--- src/rtl/gicw_pkg.sv ---
package gicw_pkg;
  parameter int IDX_W = 12;
  parameter int OFF_W = 12;
  parameter int VAL_W = 64;
  parameter int CMD_W = 32;
  parameter int VEC_W = 8;
  parameter int MIN_VEC = 16;
  parameter int SH_LSB = 18;

  localparam logic [IDX_W-1:0] IDX_PRIO = 12'h808;
  localparam logic [IDX_W-1:0] IDX_EOI  = 12'h80B;
  localparam logic [IDX_W-1:0] IDX_SELF = 12'h83F;

  localparam logic [OFF_W-1:0] OFF_PRIO  = 12'h080;
  localparam logic [OFF_W-1:0] OFF_CMDLO = 12'h300;
  localparam logic [OFF_W-1:0] OFF_CMDHI = 12'h310;
  localparam logic [OFF_W-1:0] OFF_SELF  = 12'h3F0;

  localparam logic [CMD_W-1:0] CMD_RSVD_MASK = 32'hFFF3_B700;
  localparam logic [CMD_W-1:0] CMDHI_KEEP    = 32'hFF00_0000;
  localparam logic [1:0]       SH_SELF       = 2'b01;

  typedef enum logic [2:0] {
    ACT_NONE, ACT_FAULT, ACT_PRIO, ACT_EOI, ACT_IPI, ACT_EXIT, ACT_UNH, ACT_HICLR
  } act_e;

  typedef struct packed {
    act_e             act;
    logic [VEC_W-1:0] vec;
    logic [OFF_W-1:0] exit_off;
    logic             shw;
    logic             shw_pair;
    logic [OFF_W-1:0] shw_off;
    logic [CMD_W-1:0] shw_data;
  } res_t;

  localparam res_t RES_IDLE = '{act: ACT_NONE, default: '0};
endpackage

--- src/rtl/gicw_reg_decode.sv ---
module gicw_reg_decode
  import gicw_pkg::*;
(
  input  logic [IDX_W-1:0] idx_i,
  input  logic [VAL_W-1:0] val_i,
  input  logic             en_i,
  output res_t             res_o
);
  logic             hi_nz;
  logic [VEC_W-1:0] vec;

  assign hi_nz = |val_i[VAL_W-1:VEC_W];
  assign vec   = val_i[VEC_W-1:0];

  always_comb begin
    res_o = RES_IDLE;
    if (idx_i == IDX_PRIO) begin
      if (hi_nz) res_o.act = ACT_FAULT;
      else begin
        res_o.act      = ACT_PRIO;
        res_o.vec      = vec;
        res_o.shw      = 1'b1;
        res_o.shw_pair = 1'b1;
        res_o.shw_off  = OFF_PRIO;
        res_o.shw_data = CMD_W'(vec);
      end
    end else if (en_i && idx_i == IDX_EOI) begin
      res_o.act = (|val_i) ? ACT_FAULT : ACT_EOI;
    end else if (en_i && idx_i == IDX_SELF) begin
      if (hi_nz) res_o.act = ACT_FAULT;
      else if (int'(vec) < MIN_VEC) begin
        // low vectors are recorded and left to the hypervisor
        res_o.act      = ACT_EXIT;
        res_o.exit_off = OFF_SELF;
        res_o.shw      = 1'b1;
        res_o.shw_pair = 1'b1;
        res_o.shw_off  = OFF_SELF;
        res_o.shw_data = CMD_W'(vec);
      end else begin
        res_o.act = ACT_IPI;
        res_o.vec = vec;
      end
    end else begin
      res_o.act = ACT_UNH;
    end
  end
endmodule

--- src/rtl/gicw_trap_decode.sv ---
module gicw_trap_decode
  import gicw_pkg::*;
(
  input  logic [OFF_W-1:0] off_i,
  input  logic [CMD_W-1:0] data_i,
  input  logic             en_i,
  output res_t             res_o
);
  logic in_hi, cmd_ok;

  assign in_hi  = off_i[OFF_W-1:2] == OFF_CMDHI[OFF_W-1:2];
  assign cmd_ok = en_i && ((data_i & CMD_RSVD_MASK) == '0)
               && (data_i[SH_LSB+1:SH_LSB] == SH_SELF)
               && (int'(data_i[VEC_W-1:0]) >= MIN_VEC);

  always_comb begin
    res_o = RES_IDLE;
    if (in_hi) begin
      res_o.act      = ACT_HICLR;
      res_o.shw      = 1'b1;
      res_o.shw_off  = OFF_CMDHI;
      res_o.shw_data = data_i & CMDHI_KEEP;
    end else if (off_i == OFF_CMDLO && cmd_ok) begin
      res_o.act = ACT_IPI;
      res_o.vec = data_i[VEC_W-1:0];
    end else begin
      res_o.act      = ACT_EXIT;
      res_o.exit_off = off_i;
    end
  end
endmodule

--- src/rtl/gicw_cmd_check.sv ---
module gicw_cmd_check
  import gicw_pkg::*;
(
  input  logic             clk_i,
  input  logic             rst_ni,
  input  logic             vdeliv_en_i,
  input  logic             reg_valid_i,
  input  logic [IDX_W-1:0] reg_index_i,
  input  logic [VAL_W-1:0] reg_value_i,
  input  logic             trap_valid_i,
  input  logic [OFF_W-1:0] trap_offset_i,
  input  logic [CMD_W-1:0] trap_data_i,
  output logic             fault_o,
  output logic             prio_upd_o,
  output logic [VEC_W-1:0] prio_val_o,
  output logic             eoi_o,
  output logic             ipi_o,
  output logic [VEC_W-1:0] ipi_vec_o,
  output logic             exit_o,
  output logic [OFF_W-1:0] exit_off_o,
  output logic             unhandled_o,
  output logic             hiclr_o,
  output logic             shw_o,
  output logic             shw_pair_o,
  output logic [OFF_W-1:0] shw_off_o,
  output logic [CMD_W-1:0] shw_data_o
);
  res_t reg_res, trap_res, res_d, res_q;

  gicw_reg_decode u_reg (
    .idx_i(reg_index_i), .val_i(reg_value_i), .en_i(vdeliv_en_i), .res_o(reg_res)
  );
  gicw_trap_decode u_trap (
    .off_i(trap_offset_i), .data_i(trap_data_i), .en_i(vdeliv_en_i), .res_o(trap_res)
  );

  // register path wins over a coincident trap
  always_comb begin
    if (reg_valid_i)       res_d = reg_res;
    else if (trap_valid_i) res_d = trap_res;
    else                   res_d = RES_IDLE;
  end

  always_ff @(posedge clk_i or negedge rst_ni) begin
    if (!rst_ni) res_q <= RES_IDLE;
    else         res_q <= res_d;
  end

  assign fault_o     = res_q.act == ACT_FAULT;
  assign prio_upd_o  = res_q.act == ACT_PRIO;
  assign eoi_o       = res_q.act == ACT_EOI;
  assign ipi_o       = res_q.act == ACT_IPI;
  assign exit_o      = res_q.act == ACT_EXIT;
  assign unhandled_o = res_q.act == ACT_UNH;
  assign hiclr_o     = res_q.act == ACT_HICLR;
  assign prio_val_o  = prio_upd_o ? res_q.vec : '0;
  assign ipi_vec_o   = ipi_o ? res_q.vec : '0;
  assign exit_off_o  = res_q.exit_off;
  assign shw_o       = res_q.shw;
  assign shw_pair_o  = res_q.shw_pair;
  assign shw_off_o   = res_q.shw_off;
  assign shw_data_o  = res_q.shw_data;

  logic [6:0] strobes;
  assign strobes = {fault_o, prio_upd_o, eoi_o, ipi_o, exit_o, unhandled_o, hiclr_o};

  assert_one_strobe_R9: assert property (@(posedge clk_i) disable iff (!rst_ni)
    (reg_valid_i || trap_valid_i) |=> $countones(strobes) == 1);
  assert_quiet_R9: assert property (@(posedge clk_i) disable iff (!rst_ni)
    !(reg_valid_i || trap_valid_i) |=> strobes == '0);
  assert_ipi_vec_R4: assert property (@(posedge clk_i) disable iff (!rst_ni)
    ipi_o |-> int'(ipi_vec_o) >= MIN_VEC);
  assert_hiclr_R7: assert property (@(posedge clk_i) disable iff (!rst_ni)
    hiclr_o |-> shw_o && !shw_pair_o && shw_off_o == OFF_CMDHI && shw_data_o[23:0] == '0);
  assert_eoi_en_R3: assert property (@(posedge clk_i) disable iff (!rst_ni)
    (reg_valid_i && !vdeliv_en_i) |=> !eoi_o);
  assert_fault_src_R2: assert property (@(posedge clk_i) disable iff (!rst_ni)
    (!reg_valid_i) |=> !fault_o);
  assert_trap_drop_R10: assert property (@(posedge clk_i) disable iff (!rst_ni)
    (reg_valid_i && trap_valid_i) |=> !hiclr_o);
endmodule

--- config.mk ---
export PLATFORM = sky130hd
export DESIGN_NAME = gicw_cmd_check
export DESIGN_NICKNAME = d
export VERILOG_FILES = /design/src/rtl/gicw_pkg.sv /design/src/rtl/gicw_reg_decode.sv /design/src/rtl/gicw_trap_decode.sv /design/src/rtl/gicw_cmd_check.sv
export SDC_FILE = /design/constraint.sdc
export NUM_CORES = 1
export LEC_CHECK = 0
export ABC_AREA = 1
export CAP_MARGIN = 20
export CORE_AREA = 2 2 107 88
export DETAILED_ROUTE_END_ITERATION = 8
export DIE_AREA = 0 0 109 90
export PLACE_DENSITY = 0.76
export SKIP_LAST_GASP = 1
export SLEW_MARGIN = 15
export SYNTH_ARGS = -nofsm -noshare
export SYNTH_HDL_FRONTEND = slang
export SYNTH_SLANG_ARGS = --single-unit
--- constraint.sdc ---
create_clock -name clk_i -period 2.07 [get_ports clk_i]
set_input_delay 0.3105 -clock clk_i [delete_from_list [all_inputs] [get_ports clk_i]]
set_output_delay 0.3105 -clock clk_i [all_outputs]
set_load 0.01 [all_outputs]
# Word level (Yosys, flattened, before mapping)
# Cells that the tools add are included.
[word_totals] ff_bits=69 inputBits=125 out_inout_bits=81 wordCells=58
[op_classes] n_lt_le_gt_ge=2 eq_ne=13 muxes=27 reduce_logical=9
[op_table] operator="66-bit 2-to-1 mux" n=3
[op_table] operator="69-bit 2-to-1 mux" n=2
[op_table] operator="46-bit 2-to-1 mux" n=2
[op_table] operator="64-bit OR reduction" n=1
[op_table] operator="56-bit 2-to-1 mux" n=1
[op_table] operator="56-bit OR reduction" n=1
[op_table] operator="42-bit 2-to-1 mux" n=1
[op_table] operator="8-bit 2-to-1 mux" n=5
[op_table] operator="12-bit == test, second input constant" n=3
[op_table] operator="32-bit zero test" n=1
[op_table] operator="12-bit 2-to-1 mux" n=2
[op_table] operator="20-bit 2-to-1 mux" n=1
[op_table] operator="12-bit by 10-bit == test with 1-bit output, second input constant" n=1
[op_table] operator="3-bit == test, second input constant" n=4
[op_table] operator="11-bit 2-to-1 mux" n=1
[op_table] operator="10-bit by 8-bit == test with 1-bit output, second input constant" n=1
[op_table] operator="3-bit 2-to-1 mux" n=3
[op_table] operator="8-bit by 5-bit >= comparator with 1-bit output, second input constant" n=1
[op_table] operator="8-bit by 5-bit < comparator with 1-bit output, second input constant" n=1
[op_table] operator="3-bit by 2-bit == test with 1-bit output, second input constant" n=2
[op_table] operator="1-bit logical AND" n=6
[op_table] operator="2-bit 2-to-1 mux" n=3
[op_table] operator="3-bit by 1-bit == test with 1-bit output, second input constant" n=1
[op_table] operator="1-bit 2-to-1 mux" n=3
[op_table] operator="2-bit by 1-bit == test with 1-bit output, second input constant" n=1

# Logic depth before layout (Yosys ltp)
[logic_depth] word_depth=9 mapped_depth=10 ltp_nobuf=10

# Modules after synthesis
# A second synthesis with hierarchy kept.
[hier_totals] cells_unflattened=693 area_unflattened_um2=4952.2
[modules_own_cells] module="gicw_cmd_check" instances=1 cells_each=392 area_per_inst_um2=3375.7 seq_area_each_um2=1726.7
[modules_own_cells] module="gicw_reg_decode" instances=1 cells_each=166 area_per_inst_um2=887.1 seq_area_each_um2=0.0
[modules_own_cells] module="gicw_trap_decode" instances=1 cells_each=135 area_per_inst_um2=689.4 seq_area_each_um2=0.0

# Worst setup path before layout
# Ideal clock, no wire load.
[synth_timing] path_kind="register to output" from="register res_q[68]" to="output port prio_val_o[0]" arrival_ps=1145 required_time_ps=1760 setup_slack_ps=615 stages_incl_launch_ff=4 n_path_buf=0 cell_sequence="dfrtp_1 nor3_1 inv_1 nor2_1"
[synth_via] elab_chain_cells=2
[synth_rtl] item="start, declared" line_no="gicw_cmd_check.sv:28" text="res_t reg_res, trap_res, res_d, res_q;"
[synth_rtl] item="start signal, assigned" line_no="gicw_cmd_check.sv:46" text="else res_q <= res_d;"
[synth_rtl] item="3-bit by 2-bit == test with 1-bit output" line_no="gicw_cmd_check.sv:50" text="assign prio_upd_o = res_q.act == ACT_PRIO;"
[synth_rtl] item="via prio_upd_o" line_no="gicw_cmd_check.sv:14" text="output logic prio_upd_o,"
[synth_rtl] item="8-bit 2-to-1 mux" line_no="gicw_cmd_check.sv:56" text="assign prio_val_o = prio_upd_o ? res_q.vec : '0;"
[synth_rtl] item="end, declared" line_no="gicw_cmd_check.sv:15" text="output logic [VEC_W-1:0] prio_val_o,"
# The timed path passes the listed nets, and every way through them passes these cells.

# Worst setup path in the final report
[layout_timing] from="register res_q[66]" to="output port ipi_vec_o[2]"
[layout_via] elab_chain_cells=2
[layout_rtl] item="3-bit == test" line_no="gicw_cmd_check.sv:52" text="assign ipi_o = res_q.act == ACT_IPI;"
[layout_rtl] item="8-bit 2-to-1 mux" line_no="gicw_cmd_check.sv:57" text="assign ipi_vec_o = ipi_o ? res_q.vec : '0;"
[layout_rtl] item="end, declared" line_no="gicw_cmd_check.sv:18" text="output logic [VEC_W-1:0] ipi_vec_o,"
# Every way passes these cells.

==> results.py <==
metrics = {
    "status": {
        "status": "complete, no violations",
    },
    "timing": {
        "setup_violations": 0,
        "rsz0062_at_grt": "yes",
        "min_period_ns": 2.06,
        "clock.fmax_ghz": 0.485,
        "fin_crit_sh": 0.996,
        "setup_ws_ns": 0.00901,
        "finalHoldViolCount": 0,
        "slew_violations": 0,
    },
    "die": {
        "fp.dieH_um": 90,
        "rows": 31,
        "dieArea_mm2": 0.00981,
        "pin_count": 206,
        "initial_core_util": 0.320,
        "core_mm2": 0.00880,
        "fp.dieW_um": 109,
    },
    "hold_path": {
        "hp-class": "input port to async pin",
    },
    "yosys": {
        "yosysTopAreaCell": "dfrtp_1",
        "synthCells": 399,
        "synth_warnings": 0,
        "avgSynthCellArea_um2": 7.05,
        "synth-seq-cells": 43,
        "yosysSeqAreaShare": 0.382,
        "netlist_area_mm2": 0.00281,
        "ys_types": 24,
        "synth_area_leaders": "dfrtp_1 (38%), buf_4 (15%), nor2_1 (14%)",
        "synth_top_area_share": 0.382,
    },
    "setup_path": {
        "worst-path-buf-inv": 2,
        "critical_path_class": "flip-flop to output pin",
        "end_kind": "output pin",
        "crit_family": "buffers and inverters",
        "cp.depth": 4,
        "worstPathCellList": "nor3_4 > inv_2 > nor2_1 > clkdlybuf4s50_1",
        "critPathArrivalTime_ns": 1.75,
        "crit_path_top_delay_cell": "clkdlybuf4s50_1",
        "critPathMaxFanout": 8,
        "crit_path_max_incr_delay_ns": 0.55,
        "required_ns": 1.76,
        "start_kind": "flip-flop",
    },
    "cts": {
        "htreeDepth": 2,
        "clockBufferDepth": 2,
        "clock-sinks": 43,
        "cts_tree": "yes",
        "cts.clk_slew.worst_paths_ns": 0.08,
        "cts_setup_buffers": 0,
        "numCtsBuffers": 5,
        "clock_tree.root_cell": "clkbuf_8",
    },
    "detailed_routing": {
        "drt_wl_total_um": 8260,
        "wire_per_inst_um": 12.3,
        "drc": 0,
        "antenna_left": 0,
        "num_vias": 2929,
        "vias_per_cell": 4.37,
        "drt-initial-drc-count": 167,
        "first_pass_iters": 4,
    },
    "cells_and_area": {
        "fill_cells": 850,
        "drive_gt1_frac": 0.0665,
        "final_cell_mix": "clkdlybuf4s50_1 (172), nor2_1 (105), nand2_1 (70)",
        "mostFrequentLayoutCell": "clkdlybuf4s50_1",
        "utilization": 0.524,
        "syn_to_final_growth_pct": 63.9,
        "nets": 680,
        "num_antenna_cells": 0,
    },
    "global_route": {
        "grt.overflow.total": 0,
        "antenna_found_initial": 0,
        "grt_usage": 0.170,
        "grt_pass1_vias": 2797,
        "grt_pass1_wl_um": 13300,
        "grt_max_degree": 23,
    },
    "flow_run": {
        "cap_viol_max_count": 0,
    },
    "place": {
        "io_buffer_count": 181,
        "dp_slack_ns": 0.0953,
        "place_hpwl_um": 6990,
        "gp_congestion": 0.879,
    },
    "power": {
        "p_per_area_mw_per_mm2": 417,
        "p_leak_nw": 2.27,
        "finalPower_mw": 1.93,
        "vdd_drop_max_uv": 318,
    },
}
## through the flow
step | instances | hold WS (ns) | setup TNS [ns] | instance area (um^2)
floorplan | 420 | 0.0149 | 0 | 2890
global placement | 662 | 0.292 | 0 | 4450
detailed placement | 662 | 0.295 | 0 | 4450
CTS | 671 | 0.527 | -0.00695 | 4580
global route | 671 | 0.553 | -0.756 | 4610
finish | 671 | 0.509 | 0 | 4610
## logic make-up after synthesis
kind of cell / synth area share
simple gates: 0.380
buf+inv: 0.225
flops: 0.382
compound gates: 0.0120
other cells: 0.00133
## where the power goes
part / internal (mW) / switching (mW)
combinational: 0.259 / 0.161
sequential: 0.852 / 0.00793
clock: 0.359 / 0.287
## layer usage
metal | GRT usage | share of wire | up-vias
met5 | 0 | 0 | -
met4 | 0.0385 | 0.0096 | 0
met1 | 0.218 | 0.41 | 1293
met3 | 0.0399 | 0.088 | 12
li1 | - | - | 1470
met2 | 0.290 | 0.49 | 154
## worst paths after layout
check                               startpoint                        to  slack [ns]
setup / recovery           res_q[66]$_DFF_PN0_              ipi_vec_o[2]       0.009
hold / removal                          rst_ni    shw_off_o[8]$_DFF_PN0_        0.51
max in group asynchronous               rst_ni   exit_off_o[3]$_DFF_PN0_        0.88
min in group clk_i             trap_data_i[29]  shw_data_o[29]$_DFF_PN0_        0.55
## what timing repair did
action                     CTS  global route
hold buffers                 1             0
hold endpoints to repair    21             0
setup endpoints to repair   16            16
gates cloned                 0             0
gates resized for setup      4            12
## sequential cells by signal, summed over array words and instances (netlist names)
name and cells:
shw_data_o 16, res_q 11, exit_off_o 12, shw_o 1
shw_off_o 3
## cell type report
class	count	area, um^2	area share
clock buffers	5	68.8	0.0149
clock inverters	3	43.8	0.00949
inverters	48	180	0.0391
multi-input cells	267	1200	0.260
flip-flops and latches	43	1080	0.234
well taps	115	144	0.0312
repair buffers	190	1900	0.411
## cell usage after synthesis (all sizes together)
cell type	n
nand3	19
nor3	12
buf	59
nor2	109
a21oi	4
nand4	25
clkbuf	3
dfrtp	43
and2	1
inv	48
or2	1
nand2	72
o21ai	2
conb	1
Note: power is estimated with default switching activity, not from simulation.
